## src/rtl/uart_tx_pkg.sv

```systemverilog
package uart_tx_pkg;

  localparam int unsigned BYTE_W = 8;
  localparam int unsigned WLEN_W = 4;

  typedef enum logic [2:0] {
    ST_IDLE,
    ST_START,
    ST_DATA,
    ST_PARITY,
    ST_STOP,
    ST_BREAK
  } tx_state_e;

  typedef enum logic [1:0] {
    STOP_ONE,
    STOP_ONE_HALF,
    STOP_TWO
  } stop_len_e;

  typedef struct packed {
    logic [WLEN_W-1:0] nbits;
    logic              par_en;
    logic              par_val;
    stop_len_e         stop_sel;
  } frame_cfg_t;

endpackage

```

## src/rtl/tx_fmt_decode.sv

```systemverilog
module tx_fmt_decode
  import uart_tx_pkg::*;
(
  input  logic [5:0]        fmt,
  input  logic [BYTE_W-1:0] data,
  output frame_cfg_t        cfg
);

  logic [WLEN_W-1:0] nbits;
  logic [BYTE_W-1:0] masked;
  logic              ones_odd;
  logic              par_calc;

  assign nbits = WLEN_W'(5) + {2'b00, fmt[1:0]};

  genvar gi;
  generate
    for (gi = 0; gi < BYTE_W; gi++) begin : g_mask
      assign masked[gi] = data[gi] & (WLEN_W'(gi) < nbits);
    end
  endgenerate

  assign ones_odd = ^masked;
  // even select: parity bit equals odd-ones flag so total is even
  assign par_calc = fmt[4] ? ones_odd : ~ones_odd;

  always_comb begin
    cfg.nbits   = nbits;
    cfg.par_en  = fmt[3];
    cfg.par_val = fmt[5] ? fmt[4] : par_calc;
    if (!fmt[2])
      cfg.stop_sel = STOP_ONE;
    else if (fmt[1:0] == 2'b00)
      cfg.stop_sel = STOP_ONE_HALF;
    else
      cfg.stop_sel = STOP_TWO;
  end

endmodule

```

## src/rtl/tx_tick_timer.sv

```systemverilog
module tx_tick_timer #(
  parameter int unsigned CNT_W = 6
) (
  input  logic             clk,
  input  logic             rst,
  input  logic             clr,
  input  logic             tick,
  input  logic [CNT_W-1:0] len,
  output logic             done
);

  logic [CNT_W-1:0] cnt;
  logic             last;

  assign last = (cnt == len - CNT_W'(1));
  assign done = tick && last && !clr;

  always_ff @(posedge clk) begin
    if (rst || clr) begin
      cnt <= '0;
    end else if (tick) begin
      if (last) cnt <= '0;
      else      cnt <= cnt + CNT_W'(1);
    end
  end

  AST_CNT_IN_WINDOW: assert property (@(posedge clk) disable iff (rst)
    cnt < len);

endmodule

```

## src/rtl/uart_tx_framer.sv

```systemverilog
module uart_tx_framer
  import uart_tx_pkg::*;
#(
  parameter int unsigned OSR = 16
) (
  input  logic              clk,
  input  logic              rst,
  input  logic              tick,
  input  logic              tx_disable,
  input  logic [6:0]        fmt_ctrl,
  input  logic [BYTE_W-1:0] in_data,
  input  logic              in_valid,
  output logic              in_ready,
  output logic              txd
);

  localparam int unsigned CNT_W      = $clog2(2 * OSR + 1);
  localparam int unsigned BIT_T      = OSR;
  localparam int unsigned STOP_HALF  = OSR + OSR / 2;
  localparam int unsigned STOP_TWO_T = 2 * OSR;
  localparam int unsigned IDX_W      = $clog2(BYTE_W);

  tx_state_e         state;
  frame_cfg_t        cfg_d, cfg_q;
  logic [BYTE_W-1:0] shreg;
  logic [IDX_W-1:0]  bit_idx;
  logic [CNT_W-1:0]  seg_len;
  logic              seg_done;
  logic              tmr_clr;
  logic              brk_req;
  logic              last_bit;

  assign brk_req = fmt_ctrl[6];

  tx_fmt_decode u_dec (
    .fmt  (fmt_ctrl[5:0]),
    .data (in_data),
    .cfg  (cfg_d)
  );

  always_comb begin
    seg_len = CNT_W'(BIT_T);
    if (state == ST_STOP) begin
      unique case (cfg_q.stop_sel)
        STOP_ONE_HALF: seg_len = CNT_W'(STOP_HALF);
        STOP_TWO:      seg_len = CNT_W'(STOP_TWO_T);
        default:       seg_len = CNT_W'(BIT_T);
      endcase
    end
  end

  assign tmr_clr = (state == ST_IDLE) || (state == ST_BREAK);

  tx_tick_timer #(.CNT_W(CNT_W)) u_tmr (
    .clk  (clk),
    .rst  (rst),
    .clr  (tmr_clr),
    .tick (tick),
    .len  (seg_len),
    .done (seg_done)
  );

  assign in_ready = (state == ST_IDLE) && !tx_disable && !brk_req;
  assign last_bit = ({1'b0, bit_idx} == cfg_q.nbits - WLEN_W'(1));

  always_ff @(posedge clk) begin
    if (rst) begin
      state   <= ST_IDLE;
      txd     <= 1'b1;
      shreg   <= '0;
      bit_idx <= '0;
      cfg_q   <= '0;
    end else begin
      unique case (state)
        ST_IDLE: begin
          if (brk_req) begin
            state <= ST_BREAK;
            txd   <= 1'b0;
          end else if (in_valid && in_ready) begin
            state <= ST_START;
            txd   <= 1'b0;
            shreg <= in_data;
            cfg_q <= cfg_d;
          end
        end
        ST_START: begin
          if (seg_done) begin
            state   <= ST_DATA;
            txd     <= shreg[0];
            shreg   <= shreg >> 1;
            bit_idx <= '0;
          end
        end
        ST_DATA: begin
          if (seg_done) begin
            if (last_bit) begin
              if (cfg_q.par_en) begin
                state <= ST_PARITY;
                txd   <= cfg_q.par_val;
              end else begin
                state <= ST_STOP;
                txd   <= 1'b1;
              end
            end else begin
              txd     <= shreg[0];
              shreg   <= shreg >> 1;
              bit_idx <= bit_idx + IDX_W'(1);
            end
          end
        end
        ST_PARITY: begin
          if (seg_done) begin
            state <= ST_STOP;
            txd   <= 1'b1;
          end
        end
        ST_STOP: begin
          if (seg_done) begin
            state <= ST_IDLE;
            txd   <= 1'b1;
          end
        end
        ST_BREAK: begin
          if (!brk_req) begin
            state <= ST_IDLE;
            txd   <= 1'b1;
          end
        end
        default: begin
          state <= ST_IDLE;
          txd   <= 1'b1;
        end
      endcase
    end
  end

  AST_ACCEPT_STARTS_LOW: assert property (@(posedge clk) disable iff (rst)
    (in_valid && in_ready) |=> !txd);

  AST_IDLE_LINE_HIGH: assert property (@(posedge clk) disable iff (rst)
    (state == ST_IDLE) |-> txd);

  AST_BREAK_LINE_LOW: assert property (@(posedge clk) disable iff (rst)
    (state == ST_BREAK) |-> !txd);

  AST_READY_ONLY_IDLE: assert property (@(posedge clk) disable iff (rst)
    in_ready |-> (state == ST_IDLE && !tx_disable));

  AST_CFG_HELD: assert property (@(posedge clk) disable iff (rst)
    (state != ST_IDLE && state != ST_BREAK && $past(state) != ST_IDLE)
      |-> $stable(cfg_q));

  AST_SHORT_STOP_ONLY_5: assert property (@(posedge clk) disable iff (rst)
    (cfg_q.stop_sel == STOP_ONE_HALF) |-> (cfg_q.nbits == WLEN_W'(5)));

endmodule

```

## config.mk

```make
export PLATFORM = sky130hd
export DESIGN_NAME = uart_tx_framer
export DESIGN_NICKNAME = d
export VERILOG_FILES = /design/src/rtl/uart_tx_pkg.sv /design/src/rtl/tx_fmt_decode.sv /design/src/rtl/tx_tick_timer.sv /design/src/rtl/uart_tx_framer.sv
export SDC_FILE = /design/constraint.sdc
export NUM_CORES = 1
export LEC_CHECK = 0
export BUFFER_PORTS_ARGS = -buffer_cell sky130_fd_sc_hd__buf_2
export CORE_MARGIN = 2
export CORE_UTILIZATION = 55
export DETAILED_ROUTE_END_ITERATION = 12
export HOLD_SLACK_MARGIN = 0.1
export PLACE_DENSITY = 0.76
export SLEW_MARGIN = 20
export SYNTH_ARGS = -nofsm -noshare
export SYNTH_HDL_FRONTEND = slang
export SYNTH_SLANG_ARGS = --single-unit
```

## constraint.sdc

```tcl
create_clock -name clk -period 5.4 [get_ports clk]
set_clock_uncertainty 0.1 [all_clocks]
set_input_delay 1.35 -clock clk [delete_from_list [all_inputs] [get_ports clk]]
set_output_delay 1.35 -clock clk [all_outputs]
set_load 0.02 [all_outputs]
```

# Word level (Yosys, flattened, before mapping)
# Index checks and enable logic that the tools add are counted.
# Widths: inputs -> output; s select.
# word_totals
regBits	29
input_bits	20
out_inout_bits	2
# op_classes
n_addsub	5
order_cmp	8
n_eq_ne	20
muxes	35
n_bitwise	10
n_reduce_logical	21
# op_table
operator	n
$mux 8	5
$mux 3	11
$pmux 8 s3	1
$pmux 3 s6	1
$lt 3x4->1 const A	4
$ne 2x2->1 const B	8
$mux 6	2
$pmux 6 s2	1
$mux 1	10
$and 1x1->1	8
$lt 1x4->1 const A	2
$lt 2x4->1 const A	2
$reduce_xor 8->1	1
$reduce_and 7->1	1
$add 6x1->6 const B	1
$eq 3x2->1 const B	2
$eq 3x3->1 const B	2
$eq 6x6->1	1
$pmux 3 s2	1
$reduce_and 6->1	1
$sub 6x1->6 const B	1
$logic_and 1x1->1	5
$pmux 1 s5	1
$reduce_and 5->1	1
20 further kinds	26

# Depth between registers and ports, before layout
# Gate-level depths: netlist (run 1).
# depth
word_depth	9
depth_mapped	10
mapped_depth_nobuf	9

# Hierarchy
# A second synthesis (run 1) with hierarchy kept.
# hier_totals
cells_unflattened	228
hier_area_um2	2042.0
# modules_own_cells
mod	n_inst	cells_per_inst	area_per_inst_um2	seq_area_each_um2
uart_tx_framer	1	161	1421.4	460.4
tx_tick_timer	1	45	447.9	120.1
tx_fmt_decode	1	22	172.7	0.0

# Worst setup path after synthesis (run 1)
# OpenSTA, ideal clock, no wires.
# synth_path
path_type	input-to-output
startpoint	input port fmt_ctrl[6]
endpoint	output port in_ready
arrival_ns	2.229
required_time_ns	3.950
setup_slack_ns	1.721
path_stages	1
path_buffers	0
path_cell_list	nor4b_1
# synth_between
elab_chain_len	2
# synth_lines
element	line_no	source
from (decl)	uart_tx_framer.sv:10	input logic [6:0] fmt_ctrl,
$logic_not 1->1	n/a	
$logic_and 1x1->1	uart_tx_framer.sv:63	assign in_ready = (state == ST_IDLE) && !tx_disable && !brk_req;
to (decl)	uart_tx_framer.sv:13	output logic in_ready,
# Every way passes these cells.

# Worst setup path after layout (run 1)
# Ends and elaborated chain as after synthesis.

==> results.cfg, run 1 <==
[detailed_routing]
vias = 1468
antenna_left = 0
remaining_drc_errors = 0
routed_wl_mm = 3.53
wire_per_inst_um = 14.1
drtPass1Iterations = 4
drt_iter0_markers = 43
viasPerCell = 5.85

[synthesis]
synth_commonest_cells = dfxtp_1, nor2_1, nand2_1
ys_top_cells_by_area = dfxtp_1, nor2_1, xor2_1
syn_inst = 199
synth_nets = 226
async_flop_share_pct = 0
synth_seq_area_share_pct = 34.3
yosysTopAreaCell = dfxtp_1
synthFlopType = dfxtp_1
yosysWarnings = 0
syn_area_per_cell_um2 = 8.49
ys_types = 44
synth_top_area_share_pct = 34.3
synth-edff-count = 0
yosysMostFrequentCell = dfxtp_1
ys_ff_latch = 29
synth_area_um2 = 1690

[die]
die_h_um = 59.4
rows = 20
coreArea_um2 = 2980
die_x_um = 59.4
die_area_um2 = 3530
start_util_pct = 56.8
pin_count = 22

[placement]
portBuffers = 21
place_congestion = 0.770
hpwl_mm = 2.66
place_inst = 244
place_ws_ps = 1770

[clock_network]
cts_tree = yes
post_cts_buffers = 0
numCtsBuffers = 5
postCtsResizedCells = 0
ctsHoldBuffers = 0
clk_latency_ps = 320
cts.clk_slew.worst_paths_ps = 90
cts_sinks = 29
cts_max_level = 2
clockBufferDepth = 2
root_buffer = clkbuf_4

[setup_path]
start_kind = input pin
worstPathMaxFanout = 5
end_kind = output port
required_ps = 3950
cp.arrival_ps = 2200
crit_type = input pin to output port

[pwr]
power.density_nw_per_um2 = 450
ir_drop_uv = 258
p_leak_nw = 0.724

[final_layout]
multiInputGateArea_um2 = 1050
fin_cells = 251
diodes = 0
area_growth_pct = 9.40
final_nets = 245
fin_util_pct = 62.1
regArea_um2 = 581
fill_cells = 252
drive_gt1_share_pct = 16.1

[global_routing]
grt_max_degree = 25
antenna_found_initial = 0
grt_remaining_overflow = 0
grt_pass1_wl_mm = 5.78
grt_usage_pct = 21.7
first_global_vias = 1360

[timing]
min_period_ps = 3650
slew_headroom_pct = 48.8
report.final.slew_viol_count = 0
setup_viol = 0
hold_viol_final = 0
timing.fmax_mhz = 274
fin_crit_sh_pct = 67.7
worst-slew-pin-transition_ps = 764
rsz0062_at_grt = false
setup_slack_ps = 1750
setup_tns_ps = 0

[worst_hold_path]
min_path_type = flip-flop to flip-flop

[job]
cap_violations = 0

[status]
status = finished, final reports clean
-- cells in the final DEF (no fill, tap or decap), types with 4 or more instances in the layout --
master / Yosys / layout
buf_2: 1 / 21
ha_1: 7 / 7
mux2i_1: 4 / 4
a21oi_1: 9 / 9
a311oi_1: 5 / 5
inv_1: 5 / 5
nor2_1: 28 / 28
clkbuf_4: 0 / 5
xnor2_1: 10 / 10
dfxtp_1: 29 / 29
nand2_1: 23 / 23
o21ai_0: 10 / 10
xor2_1: 12 / 12
nand3_1: 4 / 4
-- through the flow --
step / total power [mW] / hold slack, ps / instance area (um2)
after floorplan: 0.638 / 335 / 1690
after global placement: 0.679 / 359 / 1790
after detailed placement: 0.698 / 365 / 1790
after CTS: 0.832 / 380 / 1850
after global routing: 0.895 / 411 / 1850
final: 0.831 / 378 / 1850
-- worst max-delay path, stage by stage --
cell     delay, ps
buf_2          130
nor4b_1        470
buf_2          260
-- metal layers --
metal / global-route usage [%] / vias up / part of all wire [%]
li1: - / 739 / -
met1: 26.1 / 687 / 44
met2: 37.0 / 34 / 51
met3: 4.59 / 8 / 4.5
met4: 9.09 / 0 / 1.3
met5: 0 / - / 0
-- final timing paths --
check                             start                    end  slack (ps)  cells after the start
setup reg to reg  state[2]$_SDFFE_PP0P_  state[0]$_SDFFE_PP0P_        2230                      9
hold / removal    shreg[7]$_SDFFE_PP0P_  shreg[7]$_SDFFE_PP0P_         380                      2
hold reg to reg   shreg[7]$_SDFFE_PP0P_  shreg[7]$_SDFFE_PP0P_         380                      2
setup / recovery            fmt_ctrl[6]               in_ready        1750                      3
-- registers in the layout, indices dropped and copies added, names as in the netlist --
name / cells
state: 3
txd: 1
shreg: 8
u_tmr.cnt: 6
bit_idx: 3
cfg_q: 8
-- cells by family after synthesis --
| kind of cell | Yosys count | share of synthesized area [%] |
|---|---|---|
| flip-flops | 29 | 34.3 |
| adder cells (fa/ha/maj) | 7 | 5.18 |
| XOR/XNOR | 23 | 12.8 |
| multiplexers | 4 | 2.37 |
| buffers and inverters | 14 | 3.63 |
| AO/OA/AOI/OAI | 43 | 19.3 |
| AND/OR/NAND/NOR | 79 | 22.4 |
-- cell type report --
class / instances / area share [%]
Multi-Input combinational cell: 156 / 56.7
Sequential cell: 29 / 31.4
Timing Repair Buffer: 21 / 5.68
Clock buffer: 7 / 2.98
Tap cell: 33 / 2.23
Inverter: 5 / 1.01
-- where the power goes --
group	switching [mW]	total [mW]	leakage [nW]	internal, mW
clock network	0.0719	0.133	0.0314	0.0614
logic	0.220	0.381	0.456	0.161
registers	0.0577	0.317	0.236	0.260
No activity file was read; power rests on OpenSTA's default activity.
==> inputs of run 2 (changes only) <==
--- a/config.mk
+++ b/config.mk
@@ -7,10 +7,10 @@
 export LEC_CHECK = 0
 export BUFFER_PORTS_ARGS = -buffer_cell sky130_fd_sc_hd__buf_2
 export CORE_MARGIN = 2
-export CORE_UTILIZATION = 55
+export CORE_UTILIZATION = 51
 export DETAILED_ROUTE_END_ITERATION = 12
 export HOLD_SLACK_MARGIN = 0.1
-export PLACE_DENSITY = 0.76
+export PLACE_DENSITY = 0.75
 export SLEW_MARGIN = 20
 export SYNTH_ARGS = -nofsm -noshare
 export SYNTH_HDL_FRONTEND = slang
==> constraint.sdc (replaced) <==
create_clock -name clk -period 2.95 [get_ports clk]
set_clock_uncertainty 0.1 [all_clocks]
set_input_delay 0.7375 -clock clk [delete_from_list [all_inputs] [get_ports clk]]
set_output_delay 0.7375 -clock clk [all_outputs]
set_load 0.02 [all_outputs]
==> results.cfg, run 2 (synthesis results as in run 1) <==
[status]
status = finished, final reports clean

[detailed_routing]
drt_iter0_markers = 39
viasPerCell = 5.46
remaining_drc_errors = 0
routed_wl_mm = 3.33
wire_per_inst_um = 12.5
drtPass1Iterations = 4
vias = 1458
antenna_left = 0

[setup_path]
cp.arrival_ps = 1770
reg2reg_depth = 9
crit_type = flip-flop to output port
end_kind = output port
path_cells = buf_4 -> nor2_1 -> nor4b_1 -> buf_2
r2r-end = shreg[5]$_SDFFE_PP0P_
critPathTopFamily = simple AND/OR/NAND/NOR gates
worstPathMaxFanout = 11
required_ps = 2110
slowest_delay_ps = 450
start_kind = flip-flop
path_buf_inv = 2
r2r_setup_slack_ps = 380
cpMaxStageDelayCell = nor4b_1
timing.rr.start = state[2]$_SDFFE_PP0P_

[pwr]
pwr-share-seq_pct = 32.9
power.switching_mw = 0.642
power.density_nw_per_um2 = 830
ir_drop_uv = 622
power_frac_comb_pct = 51.7
clkPwrFrac_pct = 15.5
switching_share_pct = 40.7
power.internal_mw = 0.936
p_leak_nw = 0.749

[clock_network]
numCtsBuffers = 5
clockBufferDepth = 2
cts_sinks = 29
clk_latency_ps = 330
post_cts_buffers = 0
cts.clk_slew.worst_paths_ps = 90
root_buffer = clkbuf_4
ctsHoldBuffers = 0
postCtsResizedCells = 0
cts_tree = yes
cts_max_level = 2

[final_layout]
layout_common_cells = dfxtp_1, nor2_1, nand2_1
final_common_cell = dfxtp_1
diodes = 0
final_nets = 250
area_growth_pct = 12.4
top_regs = cfg_q: 8 flops, shreg: 8 flops, u_tmr.cnt: 6 flops
drive_gt1_share_pct = 17.9

[placement]
place_ws_ps = 371
place_congestion = 0.779
hpwl_mm = 2.53
portBuffers = 21

[global_routing]
first_global_vias = 1326
antenna_found_initial = 0
grt_max_degree = 25
grt_usage_pct = 21.1
grt_remaining_overflow = 0
grt_pass1_wl_mm = 5.84

[job]
cap_violations = 0

[timing]
setup_viol = 0
worst-slew-pin-transition_ps = 475
fin_hold_ws_ps = 377
hold_viol_final = 0
report.final.slew_viol_count = 0
slew_headroom_pct = 67.9
setup_tns_ps = 0
setup_slack_ps = 343
fin_crit_sh_pct = 88.4
min_period_ps = 2610
rsz0062_at_grt = false
timing.fmax_mhz = 384

[worst_hold_path]
min_path_type = flip-flop to flip-flop
hold_depth = 2
min-delay-start = shreg[1]$_SDFFE_PP0P_
min_to = shreg[0]$_SDFFE_PP0P_

[die]
die_h_um = 61.6
die_area_um2 = 3790
rows = 20
coreArea_um2 = 3100
start_util_pct = 54.5
pin_count = 22
die_x_um = 61.6
-- run 2: cell types whose count changed in the layout (fill, tap and decap cells not counted), sizes merged --
cell,change
buf,+5
-- run 2: worst register-to-register path, cell delays in order, from the launching register on --
cell,delay (ps)
dfxtp_1,340
or3b_4,400
nor3b_1,210
ha_1,270
xnor2_1,140
nand3_1,100
a21oi_2,260
o311a_4,330
nor2_1,80
a311oi_2,260
-- run 2: cell type report --
class	count	area [um2]
Timing Repair Buffer	26	143
Tap cell	44	55.1
Clock buffer	7	55.1
Multi-Input combinational cell	156	1050
Inverter	5	18.8
Sequential cell	29	581
Fill cell	310	1200
-- run 2: worst max-delay path by stage --
stage | cells past startpoint | slack [ps] | to | from
floorplan | 1 | 500 | in_ready | fmt_ctrl[6]
global placement | 9 | 480 | state[0]$_SDFFE_PP0P_ | state[0]$_SDFFE_PP0P_
detailed placement | 9 | 370 | shreg[5]$_SDFFE_PP0P_ | state[2]$_SDFFE_PP0P_
CTS | 9 | 340 | shreg[5]$_SDFFE_PP0P_ | state[2]$_SDFFE_PP0P_
global route | 9 | 160 | state[0]$_SDFFE_PP0P_ | state[2]$_SDFFE_PP0P_
finish | 4 | 340 | in_ready | state[0]$_SDFFE_PP0P_
-- run 2: stage by stage --
stage / total power [mW] / cells / instance area [um2] / util (%)
2_1_floorplan: 1.17 / 199 / 1690 / -
3_3_place_gp: 1.33 / 260 / 1850 / 59.5
3_5_place_dp: 1.35 / 260 / 1850 / 59.5
4_1_cts: 1.59 / 267 / 1900 / 61.3
5_1_grt: 1.71 / 267 / 1900 / 61.3
6_report: 1.58 / 267 / 1900 / 61.3
-- run 2: metal layers --
layer / track usage, % / wire length [um] / up-vias / share of wire (%)
li1: - / - / 744 / -
met1: 26.7 / 1520 / 680 / 46
met2: 33.8 / 1590 / 29 / 48
met3: 7.14 / 174 / 5 / 5.2
met4: 6.69 / 42 / 0 / 1.3
met5: 0 / 0 / - / 0
-- run 2: power by group through the flow --
stage / clock, mW / combinational [mW] / sequential, mW
6_report: 0.244 / 0.815 / 0.519
5_1_grt: 0.267 / 0.913 / 0.530
4_1_cts: 0.251 / 0.820 / 0.520
3_5_place_dp: 0 / 0.818 / 0.528
3_3_place_gp: 0 / 0.804 / 0.526
2_1_floorplan: 0 / 0.641 / 0.526
==> inputs of run 3 (changes only) <==
--- a/config.mk
+++ b/config.mk
@@ -6,6 +6,7 @@
 export NUM_CORES = 1
 export LEC_CHECK = 0
 export BUFFER_PORTS_ARGS = -buffer_cell sky130_fd_sc_hd__buf_2
+export CORE_ASPECT_RATIO = 2
 export CORE_MARGIN = 2
 export CORE_UTILIZATION = 51
 export DETAILED_ROUTE_END_ITERATION = 12
==> results.cfg, run 3 (synthesis results as in run 1) <==
[status]
status = finished, final reports clean

[clock_network]
clockBufferDepth = 2
numCtsBuffers = 5
cts_sinks = 29
ctsHoldBuffers = 0
postCtsResizedCells = 0
root_buffer = clkbuf_8
cts_tree = yes
cts.clk_slew.worst_paths_ps = 70
post_cts_buffers = 0
clk_latency_ps = 290
cts_max_level = 2

[detailed_routing]
wl_met2_mm = 2.08
wl_met3_um = 111
drtPass1Iterations = 4
drt_iter0_markers = 21
wire_per_inst_um = 14.3
vias = 1489
highest_layer = met4
routed_wl_mm = 3.62
remaining_drc_errors = 0
met1Wirelength_mm = 1.34
antenna_left = 0
viasPerCell = 5.89

[die]
coreArea_um2 = 3160
pin_count = 22
die_x_um = 44.7
rows = 29
die_h_um = 85.4
die_area_um2 = 3820
start_util_pct = 53.5

[final_layout]
top_regs = cfg_q: 8 flops, shreg: 8 flops, u_tmr.cnt: 6 flops
regArea_um2 = 581
fin_cells = 253
fill_cells = 297
final_nets = 248
drive_gt1_share_pct = 17.6
layout_common_cells = dfxtp_1, nor2_1, nand2_1
diodes = 0
multiInputGateArea_um2 = 1050
final_common_cell = dfxtp_1
area_growth_pct = 12.2

[pwr]
power_frac_comb_pct = 47.6
p_leak_nw = 0.753
pwr-share-seq_pct = 33.0
power.switching_mw = 0.677
ir_drop_uv = 551
power.internal_mw = 0.956
switching_share_pct = 41.5
clkPwrFrac_pct = 19.4
power.density_nw_per_um2 = 861

[timing]
worst-slew-pin-transition_ps = 759
hold_viol_final = 0
setup_viol = 0
timing.fmax_mhz = 371
min_period_ps = 2700
rsz0062_at_grt = false
slew_headroom_pct = 49.0
fin_crit_sh_pct = 91.5
report.final.slew_viol_count = 0
fin_hold_ws_ps = 371
setup_tns_ps = 0
setup_slack_ps = 252

[setup_path]
required_ps = 3020
path_buf_inv = 0
r2r_setup_slack_ps = 250
cpMaxStageDelayCell = or3b_4
path_cells = or3b_4 -> nor3b_1 -> ha_1 -> xnor2_1 -> nand3_1 -> a21oi_2 -> o22a_1 -> mux2i_1 -> nor2_1
critPathTopFamily = simple AND/OR/NAND/NOR gates
cp.arrival_ps = 2760
crit_type = flip-flop to flip-flop
worstPathMaxFanout = 12
start_kind = flip-flop
end_kind = flip-flop
slowest_delay_ps = 440

[global_routing]
first_global_vias = 1489
antenna_found_initial = 0
grt_max_degree = 25
grt_remaining_overflow = 0
grt_usage_pct = 21.9
grt_pass1_wl_mm = 6.23

[placement]
place_ws_ps = 272
place_congestion = 0.857
place_inst = 245
portBuffers = 21
hpwl_mm = 2.73

[worst_hold_path]
min_path_type = flip-flop to flip-flop

[job]
cap_violations = 0
==> run 3: final timing paths <==
kind                               from                     to  cells after the start
setup / recovery  state[1]$_SDFFE_PP0P_  state[2]$_SDFFE_PP0P_                      9
hold reg to reg   cfg_q[7]$_SDFFE_PP0P_  cfg_q[7]$_SDFFE_PP0P_                      2
hold / removal    cfg_q[7]$_SDFFE_PP0P_  cfg_q[7]$_SDFFE_PP0P_                      2
setup reg to reg  state[1]$_SDFFE_PP0P_  state[2]$_SDFFE_PP0P_                      9
==> run 3: power by group through the flow <==
stage                     logic [mW]  registers, mW  clock network [mW]
after floorplan                0.641          0.526                   0
final                          0.778          0.538               0.317
after global placement         0.755          0.542                   0
after CTS                      0.779          0.537               0.316
after detailed placement       0.777          0.544                   0
after global routing           0.863          0.549               0.339
==> run 3: per-layer routing <==
metal	vias to the layer above	track usage, %
met5	-	0
met4	0	11.6
met3	9	4.47
met2	25	41.0
met1	715	20.5
li1	740	-
==> run 3: metrics by stage <==
stage | instance area, um2 | utilization (%) | total power [mW]
2_1_floorplan | 1690 | - | 1.17
3_3_place_gp | 1810 | 57.5 | 1.30
3_5_place_dp | 1810 | 57.5 | 1.32
4_1_cts | 1900 | 60.1 | 1.63
5_1_grt | 1900 | 60.1 | 1.75
6_report | 1900 | 60.1 | 1.63
==> run 3: worst register-to-register path, stage by stage, from the launching register on <==
cell and delay, ps:
dfxtp_1 430, or3b_4 440, nor3b_1 210, ha_1 270
xnor2_1 140, nand3_1 110, a21oi_2 250, o22a_1 340
mux2i_1 230, nor2_1 50
==> run 3: area by class of cell <==
| cell class | instances | area share, % |
|---|---|---|
| clock buffers | 6 | 3.83 |
| clock inverters | 2 | 0.528 |
| inverters | 5 | 0.989 |
| multi-input cells | 156 | 55.3 |
| flip-flops and latches | 29 | 30.6 |
| well taps | 31 | 2.04 |
| repair buffers | 24 | 6.73 |
